[config.mk]
export PLATFORM = sky130hd
export DESIGN_NAME = pp_reg_accessor
export DESIGN_NICKNAME = d
export VERILOG_FILES = /design/src/rtl/pp_acc_pkg.sv /design/src/rtl/pp_step_rom.sv /design/src/rtl/pp_byte_join.sv /design/src/rtl/pp_hold_timer.sv /design/src/rtl/pp_reg_accessor.sv
export SDC_FILE = /design/constraint.sdc
export NUM_CORES = 1
export LEC_CHECK = 0
export CAP_MARGIN = 20
export CORE_ASPECT_RATIO = 1.4
export CORE_MARGIN = 2
export CORE_UTILIZATION = 55
export DETAILED_ROUTE_END_ITERATION = 6
export MAX_ROUTING_LAYER = met4
export PLACE_DENSITY = 0.88
export SYNTH_ARGS = -nofsm -noshare
export SYNTH_HDL_FRONTEND = slang
export SYNTH_SLANG_ARGS = --single-unit
[constraint.sdc]
create_clock -name clk -period 4.4 [get_ports clk]
set_input_delay 0.88 -clock clk [delete_from_list [all_inputs] [get_ports clk]]
set_output_delay 0.88 -clock clk [all_outputs]
set_load 0.1 [all_outputs]
[src/rtl/pp_acc_pkg.sv]
package pp_acc_pkg;

    typedef enum logic [2:0] {
        OP_DATA,
        OP_CTRL,
        OP_SMP_A,
        OP_SMP_B,
        OP_END
    } op_kind_t;

    typedef enum logic [1:0] {
        DV_IDX,
        DV_IDX_AND,
        DV_IDX_OR,
        DV_WVAL
    } dsel_t;

    typedef enum logic [1:0] {
        SRC_STATUS,
        SRC_CTRL,
        SRC_DATA
    } src_t;

    typedef struct packed {
        op_kind_t    kind;
        dsel_t       dsel;
        src_t        src;
        logic [7:0]  ctrl;
    } step_t;

    localparam int STEP_IDX_W = 4;

    function automatic step_t st_data(dsel_t d);
        return '{kind: OP_DATA, dsel: d, src: SRC_STATUS, ctrl: 8'h00};
    endfunction

    function automatic step_t st_ctrl(logic [7:0] v);
        return '{kind: OP_CTRL, dsel: DV_IDX, src: SRC_STATUS, ctrl: v};
    endfunction

    function automatic step_t st_smp(op_kind_t k, src_t s);
        return '{kind: k, dsel: DV_IDX, src: s, ctrl: 8'h00};
    endfunction

    function automatic step_t st_end();
        return '{kind: OP_END, dsel: DV_IDX, src: SRC_STATUS, ctrl: 8'h00};
    endfunction

    function automatic logic [7:0] index_key(logic [1:0] m, logic wr);
        if (wr) return 8'h19;
        unique case (m)
            2'd0:    return 8'h39;
            2'd1:    return 8'h31;
            default: return 8'h29;
        endcase
    endfunction

endpackage

[src/rtl/pp_step_rom.sv]
module pp_step_rom
    import pp_acc_pkg::*;
(
    input  logic [1:0]            mode,
    input  logic                  is_write,
    input  logic [STEP_IDX_W-1:0] idx,
    output step_t                 step
);
    always_comb begin
        step = st_end();
        if (is_write) begin
            unique case (idx)
                4'd0:    step = st_data(DV_IDX);
                4'd1:    step = st_ctrl(8'h01);
                4'd2:    step = st_data(DV_WVAL);
                4'd3:    step = st_ctrl(8'h03);
                4'd4:    step = st_ctrl(8'h04);
                default: step = st_end();
            endcase
        end else if (mode == 2'd0) begin
            unique case (idx)
                4'd0:    step = st_data(DV_IDX);
                4'd1:    step = st_ctrl(8'h01);
                4'd2:    step = st_ctrl(8'h03);
                4'd3:    step = st_data(DV_IDX);
                4'd4:    step = st_smp(OP_SMP_A, SRC_STATUS);
                4'd5:    step = st_ctrl(8'h01);
                4'd6:    step = st_smp(OP_SMP_B, SRC_STATUS);
                4'd7:    step = st_ctrl(8'h04);
                default: step = st_end();
            endcase
        end else if (mode == 2'd1) begin
            unique case (idx)
                4'd0:    step = st_data(DV_IDX);
                4'd1:    step = st_ctrl(8'h01);
                4'd2:    step = st_data(DV_IDX_AND);
                4'd3:    step = st_ctrl(8'h03);
                4'd4:    step = st_ctrl(8'h05);
                4'd5:    step = st_data(DV_IDX_OR);
                4'd6:    step = st_smp(OP_SMP_A, SRC_STATUS);
                4'd7:    step = st_smp(OP_SMP_B, SRC_CTRL);
                4'd8:    step = st_ctrl(8'h04);
                default: step = st_end();
            endcase
        end else begin
            unique case (idx)
                4'd0:    step = st_data(DV_IDX);
                4'd1:    step = st_ctrl(8'h01);
                4'd2:    step = st_ctrl(8'h21);
                4'd3:    step = st_ctrl(8'h23);
                4'd4:    step = st_smp(OP_SMP_A, SRC_DATA);
                4'd5:    step = st_ctrl(8'h04);
                default: step = st_end();
            endcase
        end
    end
endmodule

[src/rtl/pp_byte_join.sv]
module pp_byte_join (
    input  logic [1:0] mode,
    input  logic [7:0] frag_a,
    input  logic [7:0] frag_b,
    output logic [7:0] value
);
    always_comb begin
        unique case (mode)
            2'd0:    value = {frag_b[7:4], frag_a[7:4]};
            2'd1:    value = {frag_b[3:1], frag_a[7:3]};
            default: value = frag_a;
        endcase
    end
endmodule

[src/rtl/pp_hold_timer.sv]
module pp_hold_timer #(
    parameter int W = 4
) (
    input  logic         clk,
    input  logic         rst_n,
    input  logic         clr,
    input  logic         load,
    input  logic [W-1:0] hold,
    output logic         expired
);
    logic [W-1:0] cnt_q;

    always_ff @(posedge clk or negedge rst_n) begin
        if (!rst_n)                cnt_q <= '0;
        else if (clr)              cnt_q <= '0;
        else if (load)             cnt_q <= (hold == '0) ? '0 : hold - W'(1);
        else if (cnt_q != '0)      cnt_q <= cnt_q - W'(1);
    end

    assign expired = (cnt_q == '0);
endmodule

[src/rtl/pp_reg_accessor.sv]
module pp_reg_accessor
    import pp_acc_pkg::*;
#(
    parameter int HOLD_W = 4,
    parameter int MODE_W = 3
) (
    input  logic              clk,
    input  logic              rst_n,
    input  logic              cmd_valid,
    input  logic              cmd_write,
    input  logic              cmd_bank,
    input  logic [7:0]        cmd_index,
    input  logic [7:0]        cmd_wdata,
    input  logic [MODE_W-1:0] cmd_mode,
    input  logic [HOLD_W-1:0] step_hold,
    output logic              busy,
    output logic              done,
    output logic [7:0]        rdata,
    output logic [7:0]        pp_data_out,
    input  logic [7:0]        pp_data_in,
    input  logic [7:0]        pp_status_in,
    output logic [7:0]        pp_ctrl_out,
    input  logic [7:0]        pp_ctrl_in
);
    localparam logic [7:0] BANK_OFFSET = 8'h80;
    localparam logic [7:0] CTRL_REST   = 8'h04;

    typedef enum logic [1:0] {ST_IDLE, ST_RUN, ST_DONE} state_t;

    state_t                 state_q, state_d;
    logic [1:0]             mode_q;
    logic                   wr_q;
    logic [7:0]             key_idx_q;
    logic [7:0]             wval_q;
    logic [STEP_IDX_W-1:0]  idx_q;
    logic [7:0]             frag_a_q, frag_b_q;
    logic [7:0]             data_q, ctrl_q, rdata_q;

    logic                   accept, mode_ok, tick, tmr_load;
    logic [7:0]             eff_index, sampled, data_sel, joined;
    step_t                  step;

    assign accept    = cmd_valid && (state_q == ST_IDLE);
    assign mode_ok   = (cmd_mode < MODE_W'(3));
    assign eff_index = cmd_index + (cmd_bank ? BANK_OFFSET : 8'h00);

    pp_step_rom rom_i (
        .mode     (mode_q),
        .is_write (wr_q),
        .idx      (idx_q),
        .step     (step)
    );

    pp_byte_join join_i (
        .mode   (mode_q),
        .frag_a (frag_a_q),
        .frag_b (frag_b_q),
        .value  (joined)
    );

    pp_hold_timer #(.W(HOLD_W)) tmr_i (
        .clk     (clk),
        .rst_n   (rst_n),
        .clr     (accept),
        .load    (tmr_load),
        .hold    (step_hold),
        .expired (tick)
    );

    assign tmr_load = (state_q == ST_RUN) && tick && (step.kind != OP_END);

    always_comb begin
        unique case (step.src)
            SRC_CTRL: sampled = pp_ctrl_in;
            SRC_DATA: sampled = pp_data_in;
            default:  sampled = pp_status_in;
        endcase
        unique case (step.dsel)
            DV_IDX_AND: data_sel = key_idx_q & 8'h37;
            DV_IDX_OR:  data_sel = key_idx_q | 8'hF0;
            DV_WVAL:    data_sel = wval_q;
            default:    data_sel = key_idx_q;
        endcase
    end

    // next-state logic
    always_comb begin
        state_d = state_q;
        unique case (state_q)
            ST_IDLE: if (accept) state_d = mode_ok ? ST_RUN : ST_DONE;
            ST_RUN:  if (tick && step.kind == OP_END) state_d = ST_DONE;
            ST_DONE: state_d = ST_IDLE;
            default: state_d = ST_IDLE;
        endcase
    end

    // state register
    always_ff @(posedge clk or negedge rst_n) begin
        if (!rst_n) state_q <= ST_IDLE;
        else        state_q <= state_d;
    end

    // outputs and datapath
    always_ff @(posedge clk or negedge rst_n) begin
        if (!rst_n) begin
            mode_q    <= '0;
            wr_q      <= 1'b0;
            key_idx_q <= '0;
            wval_q    <= '0;
            idx_q     <= '0;
            frag_a_q  <= '0;
            frag_b_q  <= '0;
            data_q    <= '0;
            ctrl_q    <= CTRL_REST;
            rdata_q   <= '0;
        end else if (accept) begin
            mode_q    <= cmd_mode[1:0];
            wr_q      <= cmd_write;
            key_idx_q <= eff_index ^ index_key(cmd_mode[1:0], cmd_write);
            wval_q    <= cmd_wdata;
            idx_q     <= '0;
            if (!mode_ok && !cmd_write) rdata_q <= 8'hFF;
        end else if (state_q == ST_RUN && tick) begin
            idx_q <= idx_q + STEP_IDX_W'(1);
            unique case (step.kind)
                OP_DATA:  data_q   <= data_sel;
                OP_CTRL:  ctrl_q   <= step.ctrl;
                OP_SMP_A: frag_a_q <= sampled;
                OP_SMP_B: frag_b_q <= sampled;
                default:  if (!wr_q) rdata_q <= joined;
            endcase
        end
    end

    assign busy        = (state_q != ST_IDLE);
    assign done        = (state_q == ST_DONE);
    assign rdata       = rdata_q;
    assign pp_data_out = data_q;
    assign pp_ctrl_out = ctrl_q;
endmodule

==> flow_metrics.tcl <==
set metrics [dict create \
    skew_ns 0.0102 \
    wirelength_um 8710 \
    path_cells "inv_1 -> ha_1 -> nor3b_4 -> nand3b_2 -> or4_1 -> a211oi_4 -> mux2_2" \
    setup_viol 0 \
    dp_hpwl_um 6490 \
    gr-total-overflow 0 \
    wl_per_cell_um 16.3 \
    synth_seq_cells 64 \
    crit_buf_inv 1 \
    gr-usage-all-layers_pct 26.0 \
    fmax_mhz 332 \
    grt_max_degree 50 \
    fill_cells 490 \
    fin_nets 520 \
    r2r-end "pp_data_out[4]" \
    die_x_um 73.0 \
    cts_sinks 64 \
    yosys_warnings 0 \
    maxSlewViolCount 0 \
    highest_layer "met4" \
    port_buffers 73 \
    ys_seq_area_share_pct 43.7 \
    regArea_um2 1600 \
    hold_class "in -> async" \
    syn_area_um2 3670 \
    drive_above_1_share_pct 12.4 \
    diodes 0 \
    clock_power_share_pct 16.0 \
    synthCells 390 \
    finalCritPeriodShare_pct 68.4 \
    synth_edf_count 0 \
    numCtsBuffers 9 \
    p_per_area_nw_per_um2 654 \
    cts_htree_levels 3 \
    p_comb_share_pct 50.8 \
    ys_types 53 \
    power.internal_mw 1.55 \
    synth_flop_cell "dfrtp_1" \
    postSynthAreaPerCell_um2 9.40 \
    synth_top_family_by_area "simple AND/OR/NAND/NOR gates" \
    synthMuxAreaShare_pct 12.5 \
    row_count 35 \
    switching_share_pct 48.5 \
    post-route-util_pct 70.7 \
    cts.repair.resized 0 \
    crit_path_end_kind "register" \
    route.met3.wl_um 376 \
    p_leak_nw 2.05 \
    core_um2 6530 \
    clockBufferDepth 2 \
    tightest_slew_ns 0.994 \
    wl_met1_um 3540 \
    path_class "reg -> reg" \
    clkSlewWorstSetupHoldPaths_ns 0.07 \
    cts_tree "yes" \
    slowest_delay_ns 0.74 \
    cp-start-kind "register" \
    synthArstFlopShare_pct 100 \
    arrival_ns 3.23 \
    rsz0062_at_grt "no" \
    viasPerCell 5.84 \
    slowest_stage "or4_1" \
    reg2regPathDepth 7 \
    synth_xor_area_share_pct 2.15 \
    rrSetupSlack_ns 1.39 \
    period_needed_ns 3.01 \
    fin_tns_setup_ns 0 \
    timing.max_slew.rel_slack_pct 33.5 \
    synth_most_common_cell "nand2_1" \
    synthSimpleGateAreaFrac_pct 17.6 \
    clk_latency_ns 0.34 \
    drt_iter0_markers 159 \
    outcome "finished clean" \
    synth_top_area_share_pct 43.0 \
    io_pins 78 \
    antenna_found_initial 0 \
    wl_met2_um 4580 \
    ir_worst_vdd_mv 0.374 \
    path_max_fanout 8 \
    grt_pass1_vias 3058 \
    crit_family "simple AND/OR/NAND/NOR gates" \
    multi_input_area_um2 1920 \
    worstReg2RegStart "tmr_i.cnt_q[0]" \
    initial_core_util_pct 56.2 \
    p_seq_share_pct 33.2 \
    drc 0 \
    synthAdderAreaFrac_pct 3.75 \
    ctsHoldBuffers 0 \
    synth_compound_area_share_pct 15.8 \
    yosysTopAreaCell "dfrtp_1" \
    die-area_um2 7350 \
    die_h_um 101 \
    firstDrtPassIters 4 \
    post-cts-setup-buffers 0 \
    final-hold-violation-count 0 \
    grt_pass1_wl_um 14500 \
    routed-via-count 3126 \
    crit_required_ns 4.62 \
    synth_commonest_cells "65 x nand2_1, 63 x dfrtp_1, 36 x o21ai_0, 29 x mux2_2, 25 x nor2_1" \
    max_cap_viol_count 0 \
    p_sw_mw 1.46 \
    area_growth_pct 25.9 \
    antenna_left 0 \
    synthTopCellsByArea "dfrtp_1 43%, mux2_2 8.9%, nand2_1 6.7%" \
    place.gp.congestion 0.963 \
    cts-root-buf "clkbuf_8" \
]
area by class of cell:
class | instances | area share, %
clock inverter | 6 | 1.33
multi-input combinational | 292 | 41.6
clock buffer | 9 | 2.68
tap | 74 | 2.01
inverter | 13 | 1.06
sequential | 64 | 34.7
timing repair buffer | 77 | 16.6
through the flow:
stage	cell area (µm²)	std cells	setup WS (ns)	total power [mW]	hold WS [ns]
final	4620	535	1.39	3.02	0.362
after global routing	4620	535	1.23	3.19	0.351
after CTS	4600	534	1.39	3.01	0.485
after detailed placement	4410	519	1.39	2.52	0.466
after global placement	4410	519	1.54	2.48	0.456
after floorplan	3680	393	1.67	2.15	0.440
cell families after synthesis:
family / Yosys count
xor+xnor: 9
other cells: 1
buf+inv: 37
fa+ha+maj: 11
flops: 64
mux: 42
simple gates: 135
compound gates: 91
layout by cell type, fill, tap and decap left out, types with 4 or more instances in the layout:
cell             instances
a21oi_1                 22
a22oi_1                 10
clkbuf_8                 9
clkdlybuf4s50_1         72
conb_1                   4
dfrtp_1                 63
ha_1                    11
inv_1                   13
mux2_2                  29
mux2i_1                 11
nand2_1                 65
nand2b_1                 4
nor2_1                  25
nor2b_1                  8
nor3_1                   9
o21ai_0                 36
or3_1                    5
xnor2_1                  6
layer usage:
metal | vias to the layer above | global-route usage, %
li1 | 1493 | -
met1 | 1502 | 31.8
met2 | 113 | 42.8
met3 | 18 | 4.90
met4 | 0 | 8.69
met5 | - | -
worst max-delay path by stage:
stage,from,end,slack (ns),cells after the start
final,tmr_i.cnt_q[0],pp_data_out[4],1.39,7
after global routing,tmr_i.cnt_q[0],pp_data_out[3],1.23,7
after CTS,tmr_i.cnt_q[0],pp_data_out[4],1.39,7
after detailed placement,tmr_i.cnt_q[0],pp_data_out[4],1.39,7
after global placement,tmr_i.cnt_q[0],pp_data_out[1],1.54,7
after floorplan,state_q[0],done,1.67,2
power by group through the flow:
stage          clock [mW]  combinational (mW)  sequential, mW
2_1_floorplan           0               0.814            1.33
3_3_place_gp            0                1.49           0.989
5_1_grt             0.518                1.64            1.03
4_1_cts             0.490                1.53           0.993
3_5_place_dp            0                1.52            1.00
6_report            0.483                1.53            1.00
sequential cells by signal, summed over array words and instances, names as in the netlist:
signal / count
pp_data_out: 8
pp_ctrl_out: 4
state_q: 2
tmr_i.cnt_q: 4
frag_b_q: 7
rdata: 8
mode_q: 2
key_idx_q: 8
idx_q: 4
wval_q: 8
wr_q: 1
frag_a_q: 8
No activity file was read; power rests on OpenSTA's default activity.
